$ cat config.mk
export PLATFORM = sky130hd
export DESIGN_NAME = radio_spi_regport
export DESIGN_NICKNAME = d
export VERILOG_FILES = /design/src/rtl/rsr_pkg.sv /design/src/rtl/rsr_sync.sv /design/src/rtl/rsr_pin_front.sv /design/src/rtl/rsr_frame.sv /design/src/rtl/radio_spi_regport.sv
export SDC_FILE = /design/constraint.sdc
export NUM_CORES = 1
export LEC_CHECK = 0
export BUFFER_PORTS_ARGS = -buffer_cell sky130_fd_sc_hd__buf_2
export CORE_MARGIN = 2
export CORE_UTILIZATION = 40
export CTS_CLUSTER_SIZE = 12
export DETAILED_ROUTE_END_ITERATION = 8
export GPL_ROUTABILITY_DRIVEN = 0
export HOLD_SLACK_MARGIN = 0.15
export PLACE_DENSITY = 0.57
export SYNTH_ARGS = -nofsm -noshare
export SYNTH_HDL_FRONTEND = slang
export SYNTH_SLANG_ARGS = --single-unit
$ cat constraint.sdc
create_clock -name clk -period 2.1 [get_ports clk]
set_input_delay 0.105 -clock clk [delete_from_list [all_inputs] [get_ports clk]]
set_output_delay 0.105 -clock clk [all_outputs]
set_load 0.01 [all_outputs]
$ cat src/rtl/rsr_pkg.sv
package rsr_pkg;
   localparam int BYTE_W   = 8;
   localparam int CMD_W    = 16;
   localparam int SHORT_AW = 6;

   typedef enum logic [1:0] {
      PH_CMD_HI = 2'd0,
      PH_CMD_LO = 2'd1,
      PH_DATA   = 2'd2
   } rsr_phase_e;
endpackage

$ cat src/rtl/rsr_sync.sv
module rsr_sync #(
   parameter int                 WIDTH     = 1,
   parameter int                 STAGES    = 2,
   parameter logic [WIDTH-1:0]   RESET_VAL = '0
) (
   input  logic             clk,
   input  logic             rst_n,
   input  logic [WIDTH-1:0] d,
   output logic [WIDTH-1:0] q
);
   generate
      if (STAGES < 2) begin : g_bad_depth
         $error("rsr_sync: STAGES must be at least 2");
      end
   endgenerate

   logic [STAGES-1:0][WIDTH-1:0] stage_q;

   always_ff @(posedge clk or negedge rst_n) begin
      if (!rst_n) stage_q <= {STAGES{RESET_VAL}};
      else        stage_q <= {stage_q[STAGES-2:0], d};
   end

   assign q = stage_q[STAGES-1];
endmodule

$ cat src/rtl/rsr_pin_front.sv
module rsr_pin_front #(
   parameter int SYNC_STAGES = 2
) (
   input  logic clk,
   input  logic rst_n,
   input  logic spi_sck,
   input  logic spi_cs_n,
   input  logic spi_mosi,
   output logic cs_idle,
   output logic sck_rise,
   output logic sck_fall,
   output logic mosi_s
);
   logic [2:0] pins_s;
   logic       sck_s, sck_q;

   rsr_sync #(.WIDTH(3), .STAGES(SYNC_STAGES), .RESET_VAL(3'b001)) u_sync (
      .clk   (clk),
      .rst_n (rst_n),
      .d     ({spi_mosi, spi_sck, spi_cs_n}),
      .q     (pins_s)
   );

   assign cs_idle = pins_s[0];
   assign sck_s   = pins_s[1];
   assign mosi_s  = pins_s[2];

   always_ff @(posedge clk or negedge rst_n) begin
      if (!rst_n) sck_q <= 1'b0;
      else        sck_q <= sck_s;
   end

   assign sck_rise = sck_s & ~sck_q;
   assign sck_fall = ~sck_s & sck_q;
endmodule

$ cat src/rtl/rsr_frame.sv
module rsr_frame
   import rsr_pkg::*;
#(
   parameter int LONG_AW = 10
) (
   input  logic               clk,
   input  logic               rst_n,
   input  logic               cs_idle,
   input  logic               sck_rise,
   input  logic               sck_fall,
   input  logic               mosi_s,
   input  logic [BYTE_W-1:0]  mem_rdata,
   output logic [LONG_AW-1:0] mem_addr,
   output logic               mem_sel_long,
   output logic               mem_we,
   output logic [BYTE_W-1:0]  mem_wdata,
   output logic               spi_miso
);
   localparam int PAD_W    = LONG_AW - SHORT_AW;
   localparam int LADDR_HI = CMD_W - 2;
   localparam int LWR_BIT  = CMD_W - 2 - LONG_AW;
   localparam int CNT_W    = $clog2(BYTE_W);

   rsr_phase_e         phase_q;
   logic [CNT_W-1:0]   bit_cnt_q;
   logic [BYTE_W-1:0]  shift_in_q;
   logic [BYTE_W-1:0]  hi_byte_q;
   logic [BYTE_W-1:0]  miso_sr_q;
   logic               wr_q;
   logic               step_q;
   logic [BYTE_W-1:0]  byte_next;
   logic [CMD_W-1:0]   cmd_word;
   logic               byte_done;
   logic               unused_cmd_bits;

   assign byte_next       = {shift_in_q[BYTE_W-2:0], mosi_s};
   assign cmd_word        = {hi_byte_q, byte_next};
   assign byte_done       = sck_rise && (bit_cnt_q == CNT_W'(BYTE_W-1));
   assign unused_cmd_bits = ^{cmd_word[CMD_W-1], cmd_word[LWR_BIT-1:0]};

   always_ff @(posedge clk or negedge rst_n) begin
      if (!rst_n) begin
         phase_q      <= PH_CMD_HI;
         bit_cnt_q    <= '0;
         shift_in_q   <= '0;
         hi_byte_q    <= '0;
         miso_sr_q    <= '0;
         wr_q         <= 1'b0;
         step_q       <= 1'b0;
         mem_addr     <= '0;
         mem_sel_long <= 1'b0;
         mem_we       <= 1'b0;
         mem_wdata    <= '0;
      end else begin
         mem_we <= 1'b0;
         step_q <= 1'b0;
         if (step_q) begin
            if (mem_sel_long) mem_addr <= mem_addr + LONG_AW'(1);
            else              mem_addr <= {{PAD_W{1'b0}}, mem_addr[SHORT_AW-1:0] + SHORT_AW'(1)};
         end
         if (cs_idle) begin
            phase_q   <= PH_CMD_HI;
            bit_cnt_q <= '0;
            miso_sr_q <= '0;
         end else begin
            if (sck_rise) begin
               bit_cnt_q  <= bit_cnt_q + CNT_W'(1);
               shift_in_q <= byte_next;
            end
            if (byte_done) begin
               unique case (phase_q)
                  PH_CMD_HI: begin
                     if (byte_next[BYTE_W-1]) begin
                        hi_byte_q <= byte_next;
                        phase_q   <= PH_CMD_LO;
                     end else begin
                        mem_addr     <= {{PAD_W{1'b0}}, byte_next[BYTE_W-2:1]};
                        mem_sel_long <= 1'b0;
                        wr_q         <= byte_next[0];
                        phase_q      <= PH_DATA;
                     end
                  end
                  PH_CMD_LO: begin
                     mem_addr     <= cmd_word[LADDR_HI -: LONG_AW];
                     mem_sel_long <= 1'b1;
                     wr_q         <= cmd_word[LWR_BIT];
                     phase_q      <= PH_DATA;
                  end
                  default: begin
                     mem_we    <= wr_q;
                     mem_wdata <= byte_next;
                     step_q    <= 1'b1;
                  end
               endcase
            end
            if (sck_fall && phase_q == PH_DATA) begin
               if (bit_cnt_q == '0) miso_sr_q <= mem_rdata;
               else                 miso_sr_q <= {miso_sr_q[BYTE_W-2:0], 1'b0};
            end
         end
      end
   end

   assign spi_miso = (phase_q == PH_DATA) & miso_sr_q[BYTE_W-1];
endmodule

$ cat src/rtl/radio_spi_regport.sv
module radio_spi_regport #(
   parameter int LONG_AW     = 10,
   parameter int SYNC_STAGES = 2
) (
   input  logic               clk,
   input  logic               rst_n,
   input  logic               spi_sck,
   input  logic               spi_cs_n,
   input  logic               spi_mosi,
   output logic               spi_miso,
   output logic [LONG_AW-1:0] mem_addr,
   output logic               mem_sel_long,
   output logic               mem_we,
   output logic [7:0]         mem_wdata,
   input  logic [7:0]         mem_rdata
);
   generate
      if (LONG_AW <= rsr_pkg::SHORT_AW || LONG_AW > rsr_pkg::CMD_W - 2) begin : g_bad_aw
         $error("radio_spi_regport: LONG_AW must exceed the short width and fit the long command");
      end
   endgenerate

   logic cs_idle, sck_rise, sck_fall, mosi_s;

   rsr_pin_front #(.SYNC_STAGES(SYNC_STAGES)) u_front (
      .clk      (clk),
      .rst_n    (rst_n),
      .spi_sck  (spi_sck),
      .spi_cs_n (spi_cs_n),
      .spi_mosi (spi_mosi),
      .cs_idle  (cs_idle),
      .sck_rise (sck_rise),
      .sck_fall (sck_fall),
      .mosi_s   (mosi_s)
   );

   rsr_frame #(.LONG_AW(LONG_AW)) u_frame (
      .clk          (clk),
      .rst_n        (rst_n),
      .cs_idle      (cs_idle),
      .sck_rise     (sck_rise),
      .sck_fall     (sck_fall),
      .mosi_s       (mosi_s),
      .mem_rdata    (mem_rdata),
      .mem_addr     (mem_addr),
      .mem_sel_long (mem_sel_long),
      .mem_we       (mem_we),
      .mem_wdata    (mem_wdata),
      .spi_miso     (spi_miso)
   );
endmodule

==> summary.md <==
| Metric | Value |
|---|---|
| Post-synthesis mux area share | 0.148 |
| Post-route ant nets | 0 |
| Clk pin slew, worst setup/hold paths | 0.09 ns |
| Site Rows | 28 |
| Top cell type's share of synthesized area | 0.558 |
| Final Skew | ~0.005 ns |
| Worst-Margin Slew | 0.465 ns |
| Synth Area in Adders | 0.0207 |
| Leakage | between 1 and 1.5 nW |
| Die area | ~6700 um^2 |
| DR WL/cell | 13.7 um |
| Status | finished clean |
| Largest family of logic cells by synthesized area | multiplexers |
| Layout Nets | 263 |
| Number of vias per cell | between 4 and 5 |
| Post-synthesis xor/xnor area fraction | 0.0361 |
| Main synth FF type | dfrtp_1 |
| Horiz. Die Dim | slightly above 80 um |
| TritonCTS Buffers | 5 |
| Initial antenna violation count | 0 |
| Crit end category | register |
| Gr ovfl total | 0 |
| Initial Util | 0.412 |
| CP Cell Sequence | ha_2, ha_4, or2b_1, or3_4, nor3b_4, buf_6, mux2_2 |
| DR vias | 1568 |
| CP max stage delay | between 0.3 and 0.4 ns |
| # IOs | 34 |
| Avg Cell Area, Syn | approximately 13 um^2 |
| Compound-gate portion of the synthesized area | 0.0836 |
| CP top delay family | simple AND/OR/NAND/NOR gates |
| Placed cells | approximately 300 |
| Fin crit period | 2.05 ns |
| CP Launch Type | register |
| Worst VDD drop | roughly 0.35 mV |
| Core area | between 5000 and 6000 um^2 |
| EDFF count, synth | 0 |
| Fill cell count | ~530 |
| Tcrit/Tclk final | 0.976 |
| H-tree depth | 2 |
| Power Total | 2.05 mW |
| IO buf count | 33 |
| Cell taking the most area after synthesis | dfrtp_1 |
| Max-cap viol count | 0 |
| Kind of critical path | register to register |
| Max-slew headroom | 0.690 |
| Post-Place Cell Area | 2730 um^2 |
| Dpl hpwl | 3140 um |
| CP Data Arrival Time | about 2.2 ns |
| Layout cells sized above 1 | 0.336 |
| Worst hold path class | primary input to register |
| Gr usage total | 0.144 |
| YS warnings | 0 |
| Max-slew violation count | 0 |
| Top cells by area, synth | dfrtp_1, mux2_2, mux2i_1 |
| Largest net degree at the start of global routing | 21 |
| Clock buffer depth | 2 |
| Die Y | around 80 um |
| Slowest-stage cell, CP | dfrtp_1 |
| Synth cell types | 35 |
| Drt first pass iters | 4 |
| RSZ-0062 raised after global routing | true |
| Synth Net Count | 210 |
| Area Growth Syn to Fin | 21.6% |
| Setup ws final | about 0.05 ns |
| Detailed Route Iter0 Violations | between 50 and 60 |
| P per Cell Area | about 700 nW/um^2 |
| Drc violations | 0 |
| Sink Count | between 50 and 60 |
| Buf+Inv Stages, Crit Path | 1 |
| Finish-stage setup viols | 0 |
| Final Instance Area | ~2900 um^2 |
| First-pass GRT wire length | around 7300 um |
| CTS Root Buffer Type | clkbuf_8 |
| Cells after synthesis | roughly 190 |
| Clk_lat worst skew | 0.30 ns |
| WL final | around 4400 um |
| Crit-path max FO | 7 |
| FFs w/ async S/R, synth | 1.00 |
| Dpl ws | roughly 0.009 ns |
| Yosys reg bits | 56 |
| CP required | approximately 2.3 ns |
| Synthesized area | 2420 um^2 |
| Number of global-route vias before repair | roughly 1500 |
| Seq/Total Area, Yosys | 0.579 |
| Antenna Cells | 0 |
| Synth Area in Simple Gates | 0.104 |
| Final hold vios | 0 |
| Maximum clock rate | 0.488 GHz |
| Finished Layout Cells | about 320 |
| CTS tree | built |
==> through the flow <==
stage	TNS (ns)	hold WS [ns]	util
final	0	0.155	0.501
after global routing	-0.0301	0.173	0.501
after CTS	0	0.152	0.496
after detailed placement	0	0.0727	0.463
after global placement	0	0.0679	0.463
after floorplan	-0.251	-0.191	-
==> repair_timing <==
action                                  CTS  global route
setup buffers                             0             1
hold buffers                             10             0
resized for setup                         1             4
endpoints found under the setup margin    6             7
endpoints found under the hold margin    27             0
pin swaps                                 0             0
==> flip-flops by register name, indices dropped and copies added (netlist names), 2 cells and up <==
register / flops
u_frame.mem_addr: 10
u_frame.mem_wdata: 8
u_frame.miso_sr_q: 8
u_frame.hi_byte_q: 7
u_frame.shift_in_q: 7
u_frame.bit_cnt_q: 3
u_front.u_sync.q: 3
u_front.u_sync.stage_q: 3
u_frame.phase_q: 2
==> layout make-up <==
type	instances	area, um^2	area share
timing repair buffer	56	367	0.124
inverter	4	15.0	0.00510
tap	75	93.8	0.0318
multi-input combinational	123	977	0.332
clock buffer	8	90.1	0.0306
sequential	56	1400	0.476
==> final timing paths <==
check,startpoint,end,slack [ns],cells after the start
max,u_frame.bit_cnt_q[0]$_DFFE_PN0P_,u_frame.hi_byte_q[3]$_DFFE_PN0P_,0.05,7
min,mem_rdata[6],u_frame.miso_sr_q[6]$_DFFE_PN0P_,0.16,3
max reg2reg,u_frame.bit_cnt_q[0]$_DFFE_PN0P_,u_frame.hi_byte_q[3]$_DFFE_PN0P_,0.05,7
min reg2reg,u_front.u_sync.stage_q[1]$_DFF_PN0_,u_front.u_sync.q[1]$_DFF_PN0_,0.35,0
max in group asynchronous,rst_n,u_front.u_sync.stage_q[0]$_DFF_PN1_,1.17,3
min in group asynchronous,rst_n,u_front.u_sync.stage_q[2]$_DFF_PN0_,0.27,2
==> cells by family after synthesis <==
| group | Yosys count |
|---|---|
| flops | 56 |
| compound gates | 29 |
| xor+xnor | 10 |
| simple gates | 47 |
| buf+inv | 14 |
| fa+ha+maj | 4 |
| mux | 33 |
==> where the power goes <==
part	total (mW)	internal [mW]	switching (mW)
Sequential	1.24	1.14	0.102
Combinational	0.226	0.124	0.102
Clock	0.585	0.270	0.315
==> per-layer routing <==
layer | part of all wire | up-vias | track usage
li1 | - | 789 | -
met1 | 0.49 | 743 | 0.194
met2 | 0.46 | 30 | 0.231
met3 | 0.038 | 6 | 0.0352
met4 | 0.012 | 0 | 0.0450
met5 | 0 | - | 0
==> layout by cell type, fill, tap and decap left out, types with 2 or more instances in the layout <==
cell,instances
inv_1,4
mux2_2,22
clkbuf_8,6
a21oi_1,3
o2bb2ai_1,4
and2_1,2
nand4_1,3
nand3_1,3
mux2i_1,11
nor2b_1,2
nor3_1,2
buf_4,12
buf_2,33
dfstp_2,2
dfrtp_1,54
nor2_1,20
xor2_1,3
o22ai_1,7
a211oi_1,7
and3_1,2
nand2_1,4
xnor2_1,7
ha_1,2
nand2b_1,2
a22oi_1,5
dlygate4sd3_1,10
clkbuf_1,2
==> worst reg2reg max path: stages (launching register included) <==
cell and delay [ns]:
dfrtp_1 0.36, ha_2 0.19, ha_4 0.13, or2b_1 0.23, or3_4 0.35, nor3b_4 0.18, buf_6 0.15, mux2_2 0.34
==> cells in the mapped netlist (all sizes together) (4+ instances only) <==
cell type / instances
a211oi: 7
a22oi: 5
clkbuf: 7
dfrtp: 54
ha: 4
inv: 4
mux2: 22
mux2i: 11
nand2: 4
nor2: 21
o22ai: 7
o2bb2ai: 4
xnor2: 7
Power figures use the tool's default switching activity.
